File: src/rtl/dbg_wp_counter_unit.sv
module dbg_wp_counter_unit #(
  parameter int CNT_W   = 16,
  parameter int NUM_IWP = 4,
  parameter int NUM_LWP = 2
) (
  input  logic               clk,
  input  logic               rst_n,
  input  logic [NUM_IWP-1:0] iwp_hit,
  input  logic [NUM_LWP-1:0] lwp_hit,
  input  logic               masked_mode,
  input  logic               msr_ri,
  input  logic               msr_pr,
  input  logic               reg_wr,
  input  logic [1:0]         reg_addr,
  input  logic [CNT_W-1:0]   reg_wdata,
  output logic [CNT_W-1:0]   reg_rdata,
  input  logic               dp_shift,
  input  logic               dp_sdi,
  input  logic               dp_update,
  output logic               ibp_req,
  output logic               lbp_req
);
  localparam int NCNT  = 2;
  localparam int MAXS  = (NUM_IWP > NUM_LWP) ? NUM_IWP : NUM_LWP;
  localparam int SEL_W = (MAXS > 1) ? $clog2(MAXS) : 1;
  localparam int FLD_W = SEL_W + 1;
  localparam int CFG_W = NCNT * FLD_W;
  localparam int SRC_N = 1 << SEL_W;

  localparam logic [1:0] A_CFG = 2'd2;
  localparam logic [1:0] A_TE  = 2'd3;

  logic [NCNT-1:0][CNT_W-1:0] cnt_q;
  logic [CFG_W-1:0]           cfg_q;
  logic [NCNT-1:0]            fired_q, sw_te_q, dp_te_q, dp_sh_q;
  logic [NCNT-1:0]            is_ls, bp;
  logic [SRC_N-1:0]           iw_ext, lw_ext;

  wire count_ok = ~masked_mode | msr_ri;
  wire [NCNT-1:0] te_eff = sw_te_q | dp_te_q;

  assign iw_ext = SRC_N'(iwp_hit);
  assign lw_ext = SRC_N'(lwp_hit);

  for (genvar k = 0; k < NCNT; k++) begin : g_cnt
    wire [FLD_W-1:0] fld   = cfg_q[k*FLD_W +: FLD_W];
    wire [SEL_W-1:0] sel   = fld[SEL_W-1:0];
    wire             hit   = fld[FLD_W-1] ? lw_ext[sel] : iw_ext[sel];
    wire             wr_k  = reg_wr && (reg_addr == 2'(k));
    wire             live  = ~fired_q[k] && (cnt_q[k] != '0);
    wire             evt   = hit && count_ok && live;
    wire             last  = (cnt_q[k] == CNT_W'(1));

    assign is_ls[k] = fld[FLD_W-1];
    assign bp[k]    = fired_q[k] & te_eff[k];

    always_ff @(posedge clk) begin
      if (!rst_n) begin
        cnt_q[k]   <= '0;
        fired_q[k] <= 1'b0;
      end else if (wr_k) begin
        cnt_q[k]   <= reg_wdata;
        fired_q[k] <= 1'b0;
      end else if (evt) begin
        if (last) begin
          fired_q[k] <= 1'b1;
          if (is_ls[k]) cnt_q[k] <= '0;
        end else begin
          cnt_q[k] <= cnt_q[k] - CNT_W'(1);
        end
      end
    end
  end

  always_ff @(posedge clk) begin
    if (!rst_n) begin
      cfg_q   <= '0;
      sw_te_q <= '0;
      dp_sh_q <= '0;
      dp_te_q <= '0;
    end else begin
      if (reg_wr && reg_addr == A_CFG) cfg_q <= reg_wdata[CFG_W-1:0];
      if (reg_wr && reg_addr == A_TE && !msr_pr) sw_te_q <= reg_wdata[NCNT-1:0];
      if (dp_shift) dp_sh_q <= {dp_sh_q[NCNT-2:0], dp_sdi};
      if (dp_update) dp_te_q <= dp_sh_q;
    end
  end

  always_comb begin
    case (reg_addr)
      2'd0:    reg_rdata = cnt_q[0];
      2'd1:    reg_rdata = cnt_q[1];
      A_CFG:   reg_rdata = CNT_W'(cfg_q);
      default: reg_rdata = CNT_W'({dp_te_q, sw_te_q});
    endcase
  end

  assign ibp_req = |(bp & ~is_ls);
  assign lbp_req = |(bp & is_ls);
endmodule


File: config.mk
export PLATFORM = sky130hd
export DESIGN_NAME = dbg_wp_counter_unit
export DESIGN_NICKNAME = d
export VERILOG_FILES = /design/src/rtl/dbg_wp_counter_unit.sv
export SDC_FILE = /design/constraint.sdc
export NUM_CORES = 1
export LEC_CHECK = 0
export BUFFER_PORTS_ARGS = -buffer_cell sky130_fd_sc_hd__buf_2
export CAP_MARGIN = 25
export CORE_ASPECT_RATIO = 1.4
export CORE_UTILIZATION = 50
export DETAILED_ROUTE_END_ITERATION = 10
export MAX_ROUTING_LAYER = met4
export PLACE_DENSITY_LB_ADDON = 0.15
export SYNTH_ARGS = -nofsm -noshare
export SYNTH_HDL_FRONTEND = slang
export SYNTH_SLANG_ARGS = --single-unit
File: constraint.sdc
create_clock -name clk -period 3 [get_ports clk]
set_clock_uncertainty 0.1 [all_clocks]
set_input_delay 0 -clock clk [delete_from_list [all_inputs] [get_ports clk]]
set_output_delay 0 -clock clk [all_outputs]
set_load 0.02 [all_outputs]
==> summary.txt, run 1 <==
Logic synthesis
  • Syn Area/Cell: 7.551 um^2
  • Syn Inst Count: 427
  • Primary FF master, synth: dfxtp_1
  • Syn Std Cell Area: 0.003224 mm^2
  • Seq/Total Area, Yosys: approximately 29%
  • Synth Register Bits: 46
  • Post-Syn Nets: 466
  • Synth unique cells: 57
  • Yosys Warn Count: 0
  • Synth async-reset ratio: 0%
  • Post-synth EDFFs: 0

Placed design
  • Dpl hpwl: 7553 um
  • Buffers on Ports: 50
  • Placer congestion estimate: 0.9625

Clock network
  • Max clock buf depth: 2
  • Num CTS Buffers: 5
  • CTS tree: yes
  • Clock Latency Late Sink: 310 ps
  • Clock Pin Slew Worst Setup and Hold Paths: 100 ps
  • Clock Sinks: 46
  • H-tree depth: 2
  • Root Buffer: clkbuf_8
  • Postcts setup bufs: 0

Detailed routing
  • Routed len/inst: 18.62 um
  • Routed Antenna Nets: 0
  • DRC violations left: 0
  • Vias/cell: 6.385
  • Total Routed Length: 10410 um
  • Via count: 3569
  • Iteration-0 DRC Markers: 293
  • Iteration count of the initial detailed-routing pass: 5

Critical path
  • Crit path cell chain: ha_1 -> or4b_1 -> or4_4 -> nor3_2 -> o31a_4 -> nand2b_1 -> o21ai_0
  • Maximum fanout along the worst path: 16
  • Setup Crit Path Kind: register to register
  • Worst EP arrival: 2780 ps
  • CP max stage delay: approximately 520 ps
  • CP startpoint: cnt_q[16]
  • CP startpoint kind: register
  • Crit path capture type: register
  • Critical Path RT: about 3100 ps
  • Reg-to-reg startpoint: cnt_q[16]
  • Max stage delay cell, worst path: or4b_1

Pwr
  • Peak supply drop: 0.0004404 V
  • Static Leakage: 0.001591 uW
  • Power per cell area: 762.6 mW/mm^2
  • Power Total: 2954 uW

Hold path
  • Min-delay worst type: input pin to register
  • Worst hold start: msr_pr

Cells and area
  • Layout cells sized above 1: 17.04%
  • Ant diodes: 0
  • Area grow syn2layout: 20.14%
  • Total Nets Final: 525
  • Fillers: 565

STA
  • Achievable Freq: roughly 370 MHz
  • Slew @ Worst Pin: 718.0 ps
  • Final Cycle Share: between 80% and 90%
  • Post-layout minimum cycle time: 2694 ps
  • Endpoints failing setup: 0
  • Max-slew headroom: 51.96%
  • RSZ-0062 raised after global routing: no
  • Setup tns final: 0 ps
  • Final Slew Violations: 0
  • Final hold vios: 0

Floorplanning
  • Die height: between 90 and 100 um
  • Core Rows: 34
  • Die area: 0.006778 mm^2
  • Die span in x: around 70 um
  • Core ar.: between 0.006 and 0.007 mm^2
  • Io pins: 51
  • Initial Util: 51.91%

Run
  • Max-cap violation count: 0

GRT
  • Grt total ovfl: 0
  • Global-route usage over all layers: between 30% and 40%
  • First-pass GRT wire length: ~17000 um
  • Initial antenna violation count: 0
  • Vias in the first global route: around 3300
  • Largest net degree at the start of global routing: 25

Run status
  • Outcome: finished clean
sequential cells by signal, summed over array words and instances (netlist names):
register,count
cfg_q,6
dp_te_q,2
fired_q,2
sw_te_q,2
cnt_q,32
dp_sh_q,2
per-stage QoR:
stage / instance area (um^2) / setup WS, ps / hold slack (ps) / std cells / util, %
floorplan: 3224 / 661.3 / 43.94 / 427 / -
global placement: 3503 / 411.1 / 133.9 / 525 / 56.41
detailed placement: 3503 / 298.8 / 142.0 / 525 / 56.41
CTS: 3874 / 310.1 / 13.79 / 559 / 62.37
global route: 3874 / 160.1 / 62.60 / 559 / 62.37
finish: 3874 / 305.8 / 27.12 / 559 / 62.37
final timing paths:
path,endpoint,slack (ps),cells past startpoint
hold reg to reg,cnt_q[17],400,2
hold / removal,sw_te_q[0],30,4
setup / recovery,cnt_q[29],310,7
setup reg to reg,cnt_q[29],310,7
cell type report:
class                   instances  area [um^2]  area share [%]
clock buffers                   6        72.57           1.873
clock inverters                 2        37.54          0.9690
inverters                       8        30.03          0.7752
multi-input cells             338         2130           54.97
flip-flops and latches         46        920.9           23.77
well taps                      72        90.09           2.326
repair buffers                 87        593.1           15.31
metal layers:
metal	track usage [%]	wire length, um
met5	-	0
met1	38.57	4319
met4	16.00	530
met2	51.92	4936
met3	3.854	621
synth_stat cells (4+ instances only):
master	n	share of area (%)
clkbuf_1	28	3.3
nand2b_1	4	0.78
a22oi_1	11	2.6
o211ai_1	5	1.2
nand3_1	22	3.4
o21ai_0	23	3.6
ha_1	6	2.3
nand2_1	36	4.2
or4_1	7	1.6
or3_1	9	1.7
o41ai_1	4	1.1
or2_2	4	0.78
dfxtp_1	46	29
a211oi_1	4	0.93
a21oi_1	37	5.7
inv_1	8	0.93
o22ai_1	13	2.5
xor2_1	5	1.4
mux4_2	4	2.8
nor4_1	11	2.1
nor2_1	43	5.0
mux2i_1	23	7.1
nor3_1	22	3.4
cells by family after synthesis:
kind of cell             synth area share [%]
XOR/XNOR                                2.173
adder cells (fa/ha/maj)                 2.328
AO/OA/AOI/OAI                           22.00
buffers and inverters                   5.393
AND/OR/NAND/NOR                         28.56
flip-flops                              28.56
multiplexers                            10.98
placed cells by master (no fill, tap or decap), types with 9 or more instances in the layout:
cell type	synthesis	layout
mux2i_1	23	23
o21ai_0	23	23
nor3_1	22	22
buf_2	3	50
a22oi_1	11	11
buf_4	2	11
o22ai_1	13	13
dlygate4sd3_1	0	26
dfxtp_1	46	46
nand2_1	36	36
nand3_1	22	22
nor2_1	43	43
or3_1	9	9
a21oi_1	37	37
nor4_1	11	11
critical path: cells and delay by family, from the launching register on:
family / cells / cell delay, ps
AO/OA/AOI/OAI: 2 / 410
AND/OR/NAND/NOR: 4 / 1490
flip-flops: 1 / 430
adder cells (fa/ha/maj): 1 / 160
power breakdown:
| part | switching (uW) | total [uW] | internal, uW | leakage (uW) |
|---|---|---|---|---|
| sequential | 190 | 920 | 730 | 0.000377 |
| combinational | 880 | 1550 | 671 | 0.00116 |
| clock | 233 | 482 | 249 | 0.0000514 |
repair_timing:
action                                 in CTS  in global routing
endpoints found under the hold margin      37                  0
gates resized for setup                     0                  0
hold buffers                               26                  0
Note: power is estimated with default switching activity, not from simulation.
==> run 2, diff against run 1 <==
PLACE_DENSITY = 0.72   (was not set)
PLACE_DENSITY_LB_ADDON = not set   (was 0.15)
==> run 2 against run 1 <==
  * Non-clock buffer count stayed put
  * Highest routed layer unchanged
  * Setup slack improved by 7.2 ps
  * Global-route usage grew 0.44 points
==> summary.txt, run 2 (synthesis results as in run 1) <==
Clock network
  • Post-cts resize count: 0 (unchanged)
  • Root Buffer: clkbuf_8
  • Clock Sinks: 46 (unchanged)
  • Postcts setup bufs: 0 (unchanged)
  • Clock Pin Slew Worst Setup and Hold Paths: 90 ps (about the same)
  • Hold-fix buffers at CTS: 26 (unchanged)
  • Num CTS Buffers: 5 (unchanged)
  • Clock Latency Late Sink: 300 ps (about the same)
  • CTS tree: yes
  • Max clock buf depth: 2 (unchanged)
  • H-tree depth: 2 (unchanged)

Critical path
  • Worst EP arrival: 2780 ps (about the same)
  • Buffers & Inverters on Critical Path: 0 (unchanged)
  • Critical Path RT: 3090 ps (about the same)
  • CP top delay family: simple AND/OR/NAND/NOR gates
  • Max stage delay cell, worst path: or4b_1
  • Maximum fanout along the worst path: 16 (unchanged)
  • Worst Reg-to-Reg Cells: 7 (unchanged)
  • Reg2Reg Capture Point: cnt_q[19]
  • CP max stage delay: 520 ps (about the same)
  • Setup Crit Path Kind: register to register
  • Reg-to-reg startpoint: cnt_q[16]
  • R2r setup slk: 310 ps (about the same)
  • Crit path cell chain: ha_1 -> or4b_1 -> or4_4 -> nor3_2 -> o31a_4 -> nand2b_1 -> o22ai_1
  • Crit path capture type: register
  • CP startpoint kind: register

Floorplanning
  • Die span in x: 69.87 um (unchanged)
  • Core Rows: 34 (unchanged)
  • Initial Util: 51.91% (unchanged)
  • Die area: 0.006778 mm^2 (unchanged)
  • Io pins: 51 (unchanged)
  • Die height: 97.02 um (unchanged)
  • Core ar.: 0.006211 mm^2 (unchanged)

Cells and area
  • Area grow syn2layout: 21.15%
  • Leading cell type in the layout, fill and taps excluded: buf_2
  • Fillers: 564 (-0.18%)
  • Largest register FFs: 32 (unchanged)
  • Ant diodes: 0 (unchanged)
  • Footprint of the multi-input gates: 0.002130 mm^2 (unchanged)
  • Largest registers: cnt_q: 32 flops, cfg_q: 6 flops
  • Sequential Area: 920.9 um^2 (unchanged)
  • Total Nets Final: 525 (unchanged)
  • Layout cells sized above 1: 17.25% (+0.21 points)
  • Final Util: 62.89% (+0.52 points)
  • Largest reg by FF count: cnt_q
  • Most frequent cells in the layout: buf_2, dfxtp_1, nor2_1

Placed design
  • Buffers on Ports: 50 (unchanged)
  • Dpl hpwl: 7414 um (-1.8%)
  • Placer congestion estimate: 0.9351 (-2.8%)

STA
  • Post-layout minimum cycle time: 2687 ps (-7.166 ps)
  • Final Cycle Share: 89.57% (-0.24 points)
  • Final Slew Violations: 0 (unchanged)
  • Max-slew headroom: 55.69% (+3.7 points)
  • RSZ-0062 raised after global routing: no
  • Slew @ Worst Pin: 660.1 ps (-57.82 ps)
  • Setup tns final: 0 ps (unchanged)
  • Achievable Freq: 372.2 MHz (+0.27%)
  • Endpoints failing setup: 0 (unchanged)
  • Final hold vios: 0 (unchanged)

Pwr
  • Internal: 1757 uW (+6.5%)
  • Peak supply drop: 0.0004109 V (-6.7%)
  • Power per cell area: 786.3 mW/mm^2 (+3.1%)
  • Sw Pwr: 1314 uW (+0.78%)
  • Sequential share of power: 30.0% (-1.2 points)
  • Net Sw Frac: 42.78% (-1.4 points)
  • Static Leakage: 0.001607 uW (+1.0%)
  • Clk pwr share: 19.2% (+2.9 points)
  • Combinational share of power: 50.8% (-1.7 points)

Detailed routing
  • DRC violations left: 0 (unchanged)
  • Total Routed Length: 10270 um (-1.4%)
  • Routed Antenna Nets: 0 (unchanged)
  • Vias/cell: 6.379 (about the same)
  • Iteration count of the initial detailed-routing pass: 4 (-1)
  • Via count: 3566 (-0.084%)
  • Routed len/inst: 18.36 um (-1.4%)
  • Iteration-0 DRC Markers: 221 (-25%)

Run status
  • Outcome: finished clean

GRT
  • Vias in the first global route: 3453 (+3.8%)
  • First-pass GRT wire length: 17050 um (+1.3%)
  • Grt total ovfl: 0 (unchanged)
  • Global-route usage over all layers: 32.34% (+0.44 points)
  • Largest net degree at the start of global routing: 25 (unchanged)
  • Initial antenna violation count: 0 (unchanged)

Hold path
  • Worst hold start: msr_pr
  • WHS Path Cells: 4 (unchanged)
  • Min-delay worst type: input pin to register
  • Worst Hold Path EP: sw_te_q[1]

Run
  • Max-cap violation count: 0 (unchanged)
run 2: power groups by stage:
stage	Clock (uW)	Sequential [uW]	Combinational, uW
3_3_place_gp	0	927	1480
4_1_cts	591	916	1540
2_1_floorplan	0	840	1220
6_report	590	922	1560
3_5_place_dp	0	931	1500
5_1_grt	610	940	1730
run 2: per-layer routing:
metal | global-route usage [%] | wire, um
met2 | 53.55 | 4951
met1 | 37.83 | 4213
met4 | 17.23 | 512
met3 | 3.958 | 589
met5 | - | 0
run 2: through the flow:
step / setup WS (ps) / hold slack [ps] / cells / total power, uW / instance area [um^2]
floorplan: 661.3 / 43.94 / 427 / 2061 / 3224
detailed placement: 340.8 / 166.2 / 525 / 2433 / 3503
global placement: 428.9 / 133.5 / 525 / 2408 / 3503
finish: 313.0 / 30.36 / 559 / 3071 / 3906
CTS: 315.7 / 14.73 / 559 / 3045 / 3906
global route: 154.2 / 40.35 / 559 / 3282 / 3906
run 2: how the worst max path moves through the flow:
| stage | start | to | cells past startpoint |
|---|---|---|---|
| after floorplan | cnt_q[24] | cnt_q[24] | 8 |
| after global placement | cnt_q[17] | cnt_q[30] | 8 |
| after detailed placement | cnt_q[16] | cnt_q[29] | 7 |
| after CTS | cnt_q[16] | cnt_q[30] | 7 |
| after global routing | cnt_q[16] | cnt_q[18] | 7 |
| final | cnt_q[16] | cnt_q[19] | 7 |
run 2: worst reg2reg max path, cell delays in order, from the launching register on:
cell and delay, ps:
dfxtp_1 430, ha_1 180, or4b_1 520, or4_4 460
nor3_2 140, o31a_4 250, nand2b_1 340, o22ai_1 150
run 2: final cells by class:
cell class | count | share of cell area [%]
repair buffers | 87 | 15.18
clock inverters | 2 | 1.537
flip-flops and latches | 46 | 23.57
multi-input cells | 338 | 54.52
clock buffers | 6 | 2.114
inverters | 8 | 0.7687
well taps | 72 | 2.306
